## src/rtl/clksup_pkg.sv

```systemverilog
package clksup_pkg;
  typedef enum logic [1:0] {
    CS_HOLD  = 2'd0,
    CS_RUN   = 2'd1,
    CS_PULSE = 2'd2,
    CS_WAIT  = 2'd3
  } chan_state_t;
endpackage

```

## src/rtl/clksup_sync.sv

```systemverilog
// Multi-bit two-stage (or deeper) synchronizer; bits are independent.
module clksup_sync #(
  parameter int W      = 1,
  parameter int STAGES = 2
) (
  input  logic         clk,
  input  logic         rst,
  input  logic [W-1:0] d,
  output logic [W-1:0] q
);
  logic [W-1:0] chain [STAGES];

  always_ff @(posedge clk) begin
    if (rst) begin
      for (int i = 0; i < STAGES; i++) chain[i] <= '0;
    end else begin
      chain[0] <= d;
      for (int i = 1; i < STAGES; i++) chain[i] <= chain[i-1];
    end
  end

  assign q = chain[STAGES-1];
endmodule

```

## src/rtl/clksup_settle.sv

```systemverilog
// Global power-up hold: release only after the master lock has been
// continuously present for SETTLE_CYC cycles.
module clksup_settle #(
  parameter int SETTLE_CYC = 50_000
) (
  input  logic clk,
  input  logic rst,
  input  logic pll_s,
  output logic released
);
  localparam int CW = $clog2(SETTLE_CYC + 1);
  logic [CW-1:0] cnt;

  always_ff @(posedge clk) begin
    if (rst || !pll_s) begin
      cnt      <= '0;
      released <= 1'b0;
    end else if (!released) begin
      if (cnt == CW'(SETTLE_CYC - 1)) released <= 1'b1;
      else                            cnt      <= cnt + 1'b1;
    end
  end

  // no release is ever granted while the master lock is absent
  a_r2_no_release_unlocked: assert property (@(posedge clk) disable iff (rst)
    !pll_s |=> !released);

  // release only after the count saw the full interval
  a_r2_count_before_release: assert property (@(posedge clk) disable iff (rst)
    $rose(released) |-> $past(cnt) == CW'(SETTLE_CYC - 1));
endmodule

```

## src/rtl/clksup_chan.sv

```systemverilog
// Per-channel recovery loop: HOLD -> WAIT -> (RUN | PULSE -> WAIT ...)
module clksup_chan
  import clksup_pkg::*;
#(
  parameter int PULSE_CYC = 8,
  parameter int WAIT_CYC  = 32_500,
  parameter int ERR_LIMIT = 4,
  parameter int RETRY_W   = 8
) (
  input  logic               clk,
  input  logic               rst,
  input  logic               released,
  input  logic               lock_s,
  output logic               chan_rst,
  output logic               chan_ready,
  output logic [RETRY_W-1:0] retry_cnt,
  output logic               chan_err
);
  localparam int TMAX = (PULSE_CYC > WAIT_CYC) ? PULSE_CYC : WAIT_CYC;
  localparam int TW   = $clog2(TMAX + 1);
  localparam int FW   = $clog2(ERR_LIMIT + 1);
  localparam logic [RETRY_W-1:0] RMAX = {RETRY_W{1'b1}};

  chan_state_t st, nxt;
  logic [TW-1:0] tmr;
  logic [FW-1:0] fails;
  logic retry_inc, fail_inc, fail_clr;
  logic pulse_end, wait_end;

  assign pulse_end = (tmr == TW'(PULSE_CYC - 1));
  assign wait_end  = (tmr == TW'(WAIT_CYC - 1));

  always_comb begin
    nxt       = st;
    retry_inc = 1'b0;
    fail_inc  = 1'b0;
    fail_clr  = 1'b0;
    case (st)
      CS_HOLD:  nxt = CS_WAIT;
      CS_RUN: begin
        if (!lock_s) begin
          nxt       = CS_PULSE;
          retry_inc = 1'b1;
        end
      end
      CS_PULSE: if (pulse_end) nxt = CS_WAIT;
      CS_WAIT: begin
        if (wait_end) begin
          if (lock_s) begin
            nxt      = CS_RUN;
            fail_clr = 1'b1;
          end else begin
            nxt       = CS_PULSE;
            retry_inc = 1'b1;
            fail_inc  = 1'b1;
          end
        end
      end
      default: nxt = CS_HOLD;
    endcase
    if (!released) begin
      nxt       = CS_HOLD;
      retry_inc = 1'b0;
      fail_inc  = 1'b0;
    end
  end

  always_ff @(posedge clk) begin
    if (rst) begin
      st         <= CS_HOLD;
      tmr        <= '0;
      fails      <= '0;
      retry_cnt  <= '0;
      chan_err   <= 1'b0;
      chan_rst   <= 1'b1;
      chan_ready <= 1'b0;
    end else begin
      st <= nxt;
      if (nxt != st || !(st == CS_PULSE || st == CS_WAIT)) tmr <= '0;
      else                                                 tmr <= tmr + 1'b1;

      if (!released)                       retry_cnt <= '0;
      else if (retry_inc && retry_cnt != RMAX) retry_cnt <= retry_cnt + 1'b1;

      if (!released || fail_clr)                       fails <= '0;
      else if (fail_inc && fails != FW'(ERR_LIMIT))    fails <= fails + 1'b1;

      if (fail_inc && fails >= FW'(ERR_LIMIT - 1)) chan_err <= 1'b1;

      chan_rst   <= (nxt == CS_HOLD) || (nxt == CS_PULSE);
      chan_ready <= (nxt == CS_RUN);
    end
  end

  // ready and reset are mutually exclusive
  a_r11_ready_excl: assert property (@(posedge clk) disable iff (rst)
    !(chan_ready && chan_rst));

  // the wait is not cut short by anything except a master lock loss
  a_r6_wait_not_cut: assert property (@(posedge clk) disable iff (rst)
    (st == CS_WAIT && !wait_end && released) |=> (st == CS_WAIT && !chan_ready));

  // missing lock at the end of the wait starts a new pulse
  a_r7_retry_pulse: assert property (@(posedge clk) disable iff (rst)
    (st == CS_WAIT && wait_end && !lock_s && released) |=> (chan_rst && !chan_ready));

  // saturated counter stays saturated while released
  a_r8_retry_sat: assert property (@(posedge clk) disable iff (rst)
    (retry_cnt == RMAX && released) |=> retry_cnt == RMAX);

  // error flag is sticky
  a_r9_err_sticky: assert property (@(posedge clk) disable iff (rst)
    chan_err |=> chan_err);
endmodule

```

## src/rtl/clk_lock_supervisor.sv

```systemverilog
// Top: global settle hold plus one recovery loop per clock-manager channel.
module clk_lock_supervisor #(
  parameter int NUM_CH     = 8,
  parameter int PULSE_CYC  = 8,
  parameter int WAIT_CYC   = 32_500,  // 650 us at 50 MHz
  parameter int SETTLE_CYC = 50_000,  // 1 ms at 50 MHz
  parameter int ERR_LIMIT  = 4,
  parameter int RETRY_W    = 8
) (
  input  logic                    clk,
  input  logic                    rst,
  input  logic                    pll_locked,
  input  logic [NUM_CH-1:0]       chan_locked,
  output logic [NUM_CH-1:0]       chan_rst,
  output logic [NUM_CH-1:0]       chan_ready,
  output logic [RETRY_W*NUM_CH-1:0] retry_cnt,
  output logic [NUM_CH-1:0]       chan_err
);
  localparam int SW = NUM_CH + 1;

  logic [SW-1:0]     sync_q;
  logic              pll_s;
  logic [NUM_CH-1:0] lock_s;
  logic              released;

  clksup_sync #(.W(SW), .STAGES(2)) u_sync (
    .clk (clk),
    .rst (rst),
    .d   ({pll_locked, chan_locked}),
    .q   (sync_q)
  );

  assign pll_s  = sync_q[NUM_CH];
  assign lock_s = sync_q[NUM_CH-1:0];

  clksup_settle #(.SETTLE_CYC(SETTLE_CYC)) u_settle (
    .clk      (clk),
    .rst      (rst),
    .pll_s    (pll_s),
    .released (released)
  );

  for (genvar c = 0; c < NUM_CH; c++) begin : g_ch
    clksup_chan #(
      .PULSE_CYC (PULSE_CYC),
      .WAIT_CYC  (WAIT_CYC),
      .ERR_LIMIT (ERR_LIMIT),
      .RETRY_W   (RETRY_W)
    ) u_chan (
      .clk        (clk),
      .rst        (rst),
      .released   (released),
      .lock_s     (lock_s[c]),
      .chan_rst   (chan_rst[c]),
      .chan_ready (chan_ready[c]),
      .retry_cnt  (retry_cnt[c*RETRY_W +: RETRY_W]),
      .chan_err   (chan_err[c])
    );
  end

  // without release every channel is (or next cycle is) in reset
  a_r1_hold_all: assert property (@(posedge clk) disable iff (rst)
    !released |=> (&chan_rst && chan_ready == '0));

  // counters cleared while the master lock is absent
  a_r8_clear_on_hold: assert property (@(posedge clk) disable iff (rst)
    !released |=> retry_cnt == '0);
endmodule

```

## config.mk

```make
export PLATFORM = sky130hd
export DESIGN_NAME = clk_lock_supervisor
export DESIGN_NICKNAME = d
export VERILOG_FILES = /design/src/rtl/clksup_pkg.sv /design/src/rtl/clksup_sync.sv /design/src/rtl/clksup_settle.sv /design/src/rtl/clksup_chan.sv /design/src/rtl/clk_lock_supervisor.sv
export SDC_FILE = /design/constraint.sdc
export NUM_CORES = 1
export LEC_CHECK = 0
export BUFFER_PORTS_ARGS = -buffer_cell sky130_fd_sc_hd__clkbuf_2
export CAP_MARGIN = 20
export CORE_ASPECT_RATIO = 1.4
export CORE_MARGIN = 2
export CORE_UTILIZATION = 35
export DETAILED_ROUTE_END_ITERATION = 8
export PLACE_DENSITY = 0.54
export SYNTH_ARGS = -nofsm -noshare
export SYNTH_HDL_FRONTEND = slang
export SYNTH_SLANG_ARGS = --single-unit
```

## constraint.sdc

```tcl
create_clock -name clk -period 3.5 [get_ports clk]
set_clock_uncertainty 0.1 [all_clocks]
set_input_delay 0.175 -clock clk [delete_from_list [all_inputs] [get_ports clk]]
set_output_delay 0.175 -clock clk [all_outputs]
set_load 0.1 [all_outputs]
```

==> results of run 1 <==
[worst paths after layout]
path / to / slack [ns] / depth (start not counted)
max: g_ch[1].u_chan.tmr[5]$_SDFF_PP0_ / 0.72 / 6
min: u_sync.chain[0][1]$_SDFF_PP0_ / 0.25 / 3
max reg2reg: g_ch[1].u_chan.tmr[5]$_SDFF_PP0_ / 0.72 / 6
min reg2reg: u_sync.chain[0][17]$_SDFF_PP0_ / 0.33 / 1
[routing by layer]
metal	routed length, um	GRT usage (%)	share of wire, %
met1	12800	17.4	45
met2	14100	26.6	50
met3	932	2.01	3.3
met4	512	4.29	1.8
met5	0	0	0
[worst reg2reg max path, stage by stage, from the launching register on]
cell and delay, ns:
dfxtp_1 0.37, ha_1 0.23, or3b_1 0.38, o41a_1 0.53, or3_1 0.39, a21oi_2 0.50, nor3_1 0.14
[stage by stage]
stage	setup slack (ns)	utilization [%]	instances	cell area, sq um
4_1_cts	0.702	40.8	2035	15000
2_1_floorplan	0.907	-	1472	13100
5_1_grt	0.488	40.8	2035	15000
3_3_place_gp	0.768	37.6	1972	13800
6_report	0.717	40.8	2035	15000
3_5_place_dp	0.707	37.6	1972	13800
[registers in the layout, indices dropped and copies added (netlist names)]
register	cells
u_sync.chain	18
g_ch.u_chan.chan_ready	8
g_ch.u_chan.retry_cnt	64
g_ch.u_chan.chan_err	8
g_ch.u_chan.tmr	120
u_settle.released	1
g_ch.u_chan.fails	24
u_settle.cnt	16
g_ch.u_chan.chan_rst	8
g_ch.u_chan.st	16
[cell usage after synthesis (all sizes together), types with 18 or more instances]
master,number,share of area (%)
nor4,29,1.4
buf,37,1.9
nand4,54,2.6
nor2,232,6.7
xor2,78,5.2
a21oi,33,1.3
nor2b,25,1.2
ha,46,4.4
and4,22,1.5
nand3,91,3.5
inv,47,1.4
nor3,40,1.5
nand2b,18,0.86
dfxtp,283,43
o21ai,36,1.4
and3,24,1.2
xnor2,88,5.9
nand2,85,2.4
clkbuf,35,1.0
[layout make-up]
type | instances | area [sq um]
multi-input combinational | 1070 | 6850
clock inverter | 12 | 199
fill | 3714 | 21800
clock buffer | 41 | 873
tap | 467 | 584
timing repair buffer | 115 | 656
sequential | 283 | 5670
inverter | 47 | 176
[report_power, final]
part,internal (mW),switching [mW]
clock,2.10,1.33
sequential,3.23,0.00714
combinational,0.0195,0.0169
total,5.35,1.35
[repair_timing]
item,CTS,global route
setup buffers,0,0
endpoints found under the hold margin,12,0
hold buffers,10,0
gates resized for setup,0,0
[cells by family after synthesis]
group / Yosys count / synth area share [%]
xor+xnor: 166 / 11.1
buf+inv: 119 / 4.22
mux: 11 / 0.844
compound gates: 143 / 8.11
flops: 283 / 43.4
simple gates: 704 / 27.9
fa+ha+maj: 46 / 4.41
[cells in the final DEF (no fill, tap or decap), drive strengths merged, types with 18 or more instances in the layout]
master / count
a21oi: 33
o21ai: 36
nand2: 85
clkbuf: 139
ha: 46
and3: 24
nand2b: 18
nor4: 29
nor2: 232
nor2b: 25
nand4: 54
inv: 48
xnor2: 88
xor2: 78
dfxtp: 283
nand3: 91
nor3: 40
and4: 22
==> flow_summary.yaml, run 1 <==
status:
  status: "finished with violations"
  violations: "design-rule violations"
timing:
  setup_viol: 0
  tns_ns: 0
  max_slew_margin_pct: 43.1
  tightest_slew_ns: 0.852
  hold_viol: 0
  fmax_mhz: 359
  finalCritPeriodShare_pct: 79.5
  finalCriticalPeriod_ns: 2.78
  whs_ns: 0.251
  slew_viol_final: 0
  rsz0062_at_grt: "false"
routing:
  drt_iter0_drc: 395
  drt-vias-per-instance: 5.04
  wl_per_cell_um: 13.9
  detail-route-antenna-nets: 0
  drt-total-wl_um: 28300
  drcViolationCount: 5
  first_pass_iters: 7
  num_vias: 10300
floorplan:
  die_y_um: 232
  die_x_um: 167
  top_level_ports: 99
  floorplan.initialDensity_pct: 35.5
  dieArea_sq_mm: 0.0389
  coreArea_sq_mm: 0.0368
  rows: 83
grt:
  antenna_found_initial: 0
  grt-ovfl-total: 0
  grt_first_pass_wirelength_um: 47600
  grt_util_all_layers_pct: 14.4
  first_global_vias: 9936
  grt_max_degree: 48
logic_synthesis:
  ys_seq_area_share_pct: 43.4
  netlist_area_sq_mm: 0.0131
  postSynth.asyncResetShare_pct: 0
  syn_inst: 1472
  avgSynthCellArea_sq_um: 8.87
  synth_edf_count: 0
  synthFlopType: "dfxtp_1"
  ys_warn_count: 0
  syn-num-nets: 1529
  synth_seq_cells: 283
  ys_types: 69
hold_path:
  min-delay-start: "chan_locked[1]"
  hold_class: "in -> reg"
worst_setup_path:
  path_class: "reg -> reg"
  cp_cell_sequence: "ha_1 -> or3b_1 -> o41a_1 -> or3_1 -> a21oi_2 -> nor3_1"
  setup.worst_path.start: "g_ch[1].u_chan.tmr[0]$_SDFF_PP0_"
  r2r_start: "g_ch[1].u_chan.tmr[0]$_SDFF_PP0_"
  cp_top_family: "compound AO/OA/AOI/OAI gates"
  path_buf_inv: 0
  cp_slowest_cell: "o41a_1"
  critPathLaunchType: "register"
  slowest_delay_ns: 0.53
  required_ns: 3.83
  path_max_fanout: 13
  cp.arrival_ns: 3.11
  crit_path_end_kind: "register"
place:
  io_buffers: 98
  routabilityCongestion: 0.785
  dp_hpwl_um: 19700
power_and_ir_drop:
  cellLeakagePower_nw: 5.08
  p_per_area_mw_per_mm2: 447
  finalPower_mw: 6.70
  vdd_drop_max_uv: 355
clock_network:
  cts_made_buffers: 30
  cts.sinks: 283
  cts_tree: "yes"
  cts.clk_slew.worst_paths_ns: 0.06
  clkLatencyLatePin_ns: 0.57
  cts_buffer_depth: 3
  htree_levels: 1
  clockRootBuffer: "clkbuf_16"
job:
  drv_cap: 0
final_layout:
  n_antenna_cell: 0
  area_delta_synth_final_pct: 15.0
  final_nets: 1604
  drive_above_1_share_pct: 11.5
Note: power is estimated with default switching activity, not from simulation.
==> inputs of run 2 (changes only) <==
--- a/config.mk
+++ b/config.mk
@@ -11,7 +11,7 @@
 export CORE_MARGIN = 2
 export CORE_UTILIZATION = 35
 export DETAILED_ROUTE_END_ITERATION = 8
-export PLACE_DENSITY = 0.54
+export PLACE_DENSITY = 0.56
 export SYNTH_ARGS = -nofsm -noshare
 export SYNTH_HDL_FRONTEND = slang
 export SYNTH_SLANG_ARGS = --single-unit
==> constraint.sdc (replaced) <==
create_clock -name clk -period 2.2 [get_ports clk]
set_clock_uncertainty 0.1 [all_clocks]
set_input_delay 0.11 -clock clk [delete_from_list [all_inputs] [get_ports clk]]
set_output_delay 0.11 -clock clk [all_outputs]
set_load 0.1 [all_outputs]
==> flow_summary.yaml, run 2 (synthesis results as in run 1) <==
clock_network:
  clkLatencyLatePin_ns: 0.56
  cts_tree: "yes"
  cts_buffer_depth: 3
  htree_levels: 1
  cts.sinks: 283
  cts.clk_slew.worst_paths_ns: 0.06
  clockRootBuffer: "clkbuf_16"
  cts_made_buffers: 30
final_layout:
  reg.largest.list: "g_ch.u_chan.tmr: 120 flops, g_ch.u_chan.retry_cnt: 64 flops, g_ch.u_chan.fails: 24 flops"
  top_register: "g_ch.u_chan.tmr"
  largest_reg_flops: 120
  mostFrequentLayoutCells: "231 x nor2_1, 231 x dfxtp_1, 98 x clkbuf_2"
  n_antenna_cell: 0
  final_nets: 1710
  utilization_pct: 44.2
  area_delta_synth_final_pct: 24.5
  drive_above_1_share_pct: 22.2
  final_cells: 2144
place:
  pre_cts_ws_ns: -0.100
  routabilityCongestion: 0.808
  io_buffers: 98
  post-place-cells: 2062
  dp_hpwl_um: 22000
grt:
  grt_max_degree: 29
  antenna_found_initial: 0
  grt_util_all_layers_pct: 15.3
  grt_first_pass_wirelength_um: 50400
  grt-ovfl-total: 0
  first_global_vias: 10600
floorplan:
  top_level_ports: 99
  die_x_um: 167
  floorplan.initialDensity_pct: 35.5
  dieArea_sq_mm: 0.0389
  coreArea_sq_mm: 0.0368
  die_y_um: 232
  rows: 83
routing:
  drt_iter0_drc: 490
  first_pass_iters: 6
  num_vias: 10800
  drt-total-wl_um: 30500
  drt-vias-per-instance: 5.05
  detail-route-antenna-nets: 0
  drcViolationCount: 8
  wl_per_cell_um: 14.2
worst_setup_path:
  path_buf_inv: 1
  setup.worst_path.start: "g_ch[3].u_chan.tmr[1]$_SDFF_PP0_"
  cp_top_family: "simple AND/OR/NAND/NOR gates"
  rrSetupSlack_ns: -0.11
  critPathLaunchType: "register"
  path_max_fanout: 9
  slowest_delay_ns: 0.48
  crit_path_end_kind: "register"
  path_class: "reg -> reg"
  cp_cell_sequence: "ha_4 -> or4b_4 -> or4_4 -> buf_12 -> a211o_4 -> a22oi_2 -> nor2_1"
  cp.arrival_ns: 2.66
  cp_slowest_cell: "or4_4"
  required_ns: 2.55
  r2r_start: "g_ch[3].u_chan.tmr[1]$_SDFF_PP0_"
status:
  status: "finished with violations"
  violations: "design-rule violations, negative setup slack"
power_and_ir_drop:
  cellLeakagePower_nw: 5.71
  p_clk_share_pct: 50.2
  pwr-share-seq_pct: 49.2
  cell_internal_pwr_mw: 8.33
  p_per_area_mw_per_mm2: 645
  swShare_pct: 20.4
  netSwitchingPower_mw: 2.14
  p_comb_share_pct: 0.7
  vdd_drop_max_uv: 567
timing:
  rsz0062_at_grt: "true"
  setup_viol: 22
  max_slew_margin_pct: 42.3
  tightest_slew_ns: 0.863
  hold_viol: 0
  finalCritPeriodShare_pct: 105
  setup_ws_ns: -0.111
  whs_ns: 0.338
  finalCriticalPeriod_ns: 2.31
  slew_viol_final: 0
  fmax_mhz: 433
hold_path:
  hold_class: "reg -> reg"
  min-delay-start: "u_sync.chain[0][1]$_SDFF_PP0_"
job:
  drv_cap: 0
run 2: per-stage QoR:
step	setup TNS, ns	instance area [sq um]	total power [mW]
after global placement	-0.380	14800	5.31
after global routing	-3.11	16200	10.9
after floorplan	-0.184	13300	5.28
after detailed placement	-2.07	14800	5.31
after CTS	-1.19	16200	10.7
final	-0.850	16200	10.5
run 2: final timing paths:
kind | endpoint | cells past startpoint
hold / removal | u_sync.chain[0][10]$_SDFF_PP0_ | 1
setup / recovery | g_ch[3].u_chan.fails[1]$_SDFFE_PP0P_ | 7
hold reg to reg | u_sync.chain[0][10]$_SDFF_PP0_ | 1
setup reg to reg | g_ch[3].u_chan.fails[1]$_SDFFE_PP0P_ | 7
run 2: worst register-to-register path, cell delays in order (launching register included):
cell	delay (ns)
dfxtp_2	0.35
ha_4	0.13
or4b_4	0.45
or4_4	0.48
buf_12	0.17
a211o_4	0.28
a22oi_2	0.18
nor2_1	0.07
run 2: area by class of cell:
class	count	area, sq um
inverters	47	176
multi-input cells	1070	7170
clock inverters	17	203
well taps	467	584
repair buffers	221	1550
flip-flops and latches	283	5730
clock buffers	39	836
fillers	3603	20500
run 2: power groups by stage:
stage	clock network (mW)	registers (mW)	logic, mW
2_1_floorplan	0	5.26	0.0235
3_3_place_gp	0	5.26	0.0466
3_5_place_dp	0	5.26	0.0461
4_1_cts	5.45	5.15	0.0724
5_1_grt	5.65	5.15	0.0784
6_report	5.25	5.15	0.0715
run 2: what timing repair did:
action	in CTS	in global routing
gates resized for setup	9	23
hold endpoints to repair	26	0
pin swaps	7	15
setup endpoints to repair	63	97
gates cloned	0	1
hold buffers	19	0
buffers inserted	5	1
run 2: layer usage:
| metal | track usage (%) | vias up | part of all wire [%] |
|---|---|---|---|
| met5 | 0 | - | 0 |
| met3 | 2.42 | 54 | 3.8 |
| li1 | - | 5483 | - |
| met1 | 17.6 | 5138 | 42 |
| met2 | 28.8 | 143 | 51 |
| met4 | 5.19 | 0 | 2.7 |
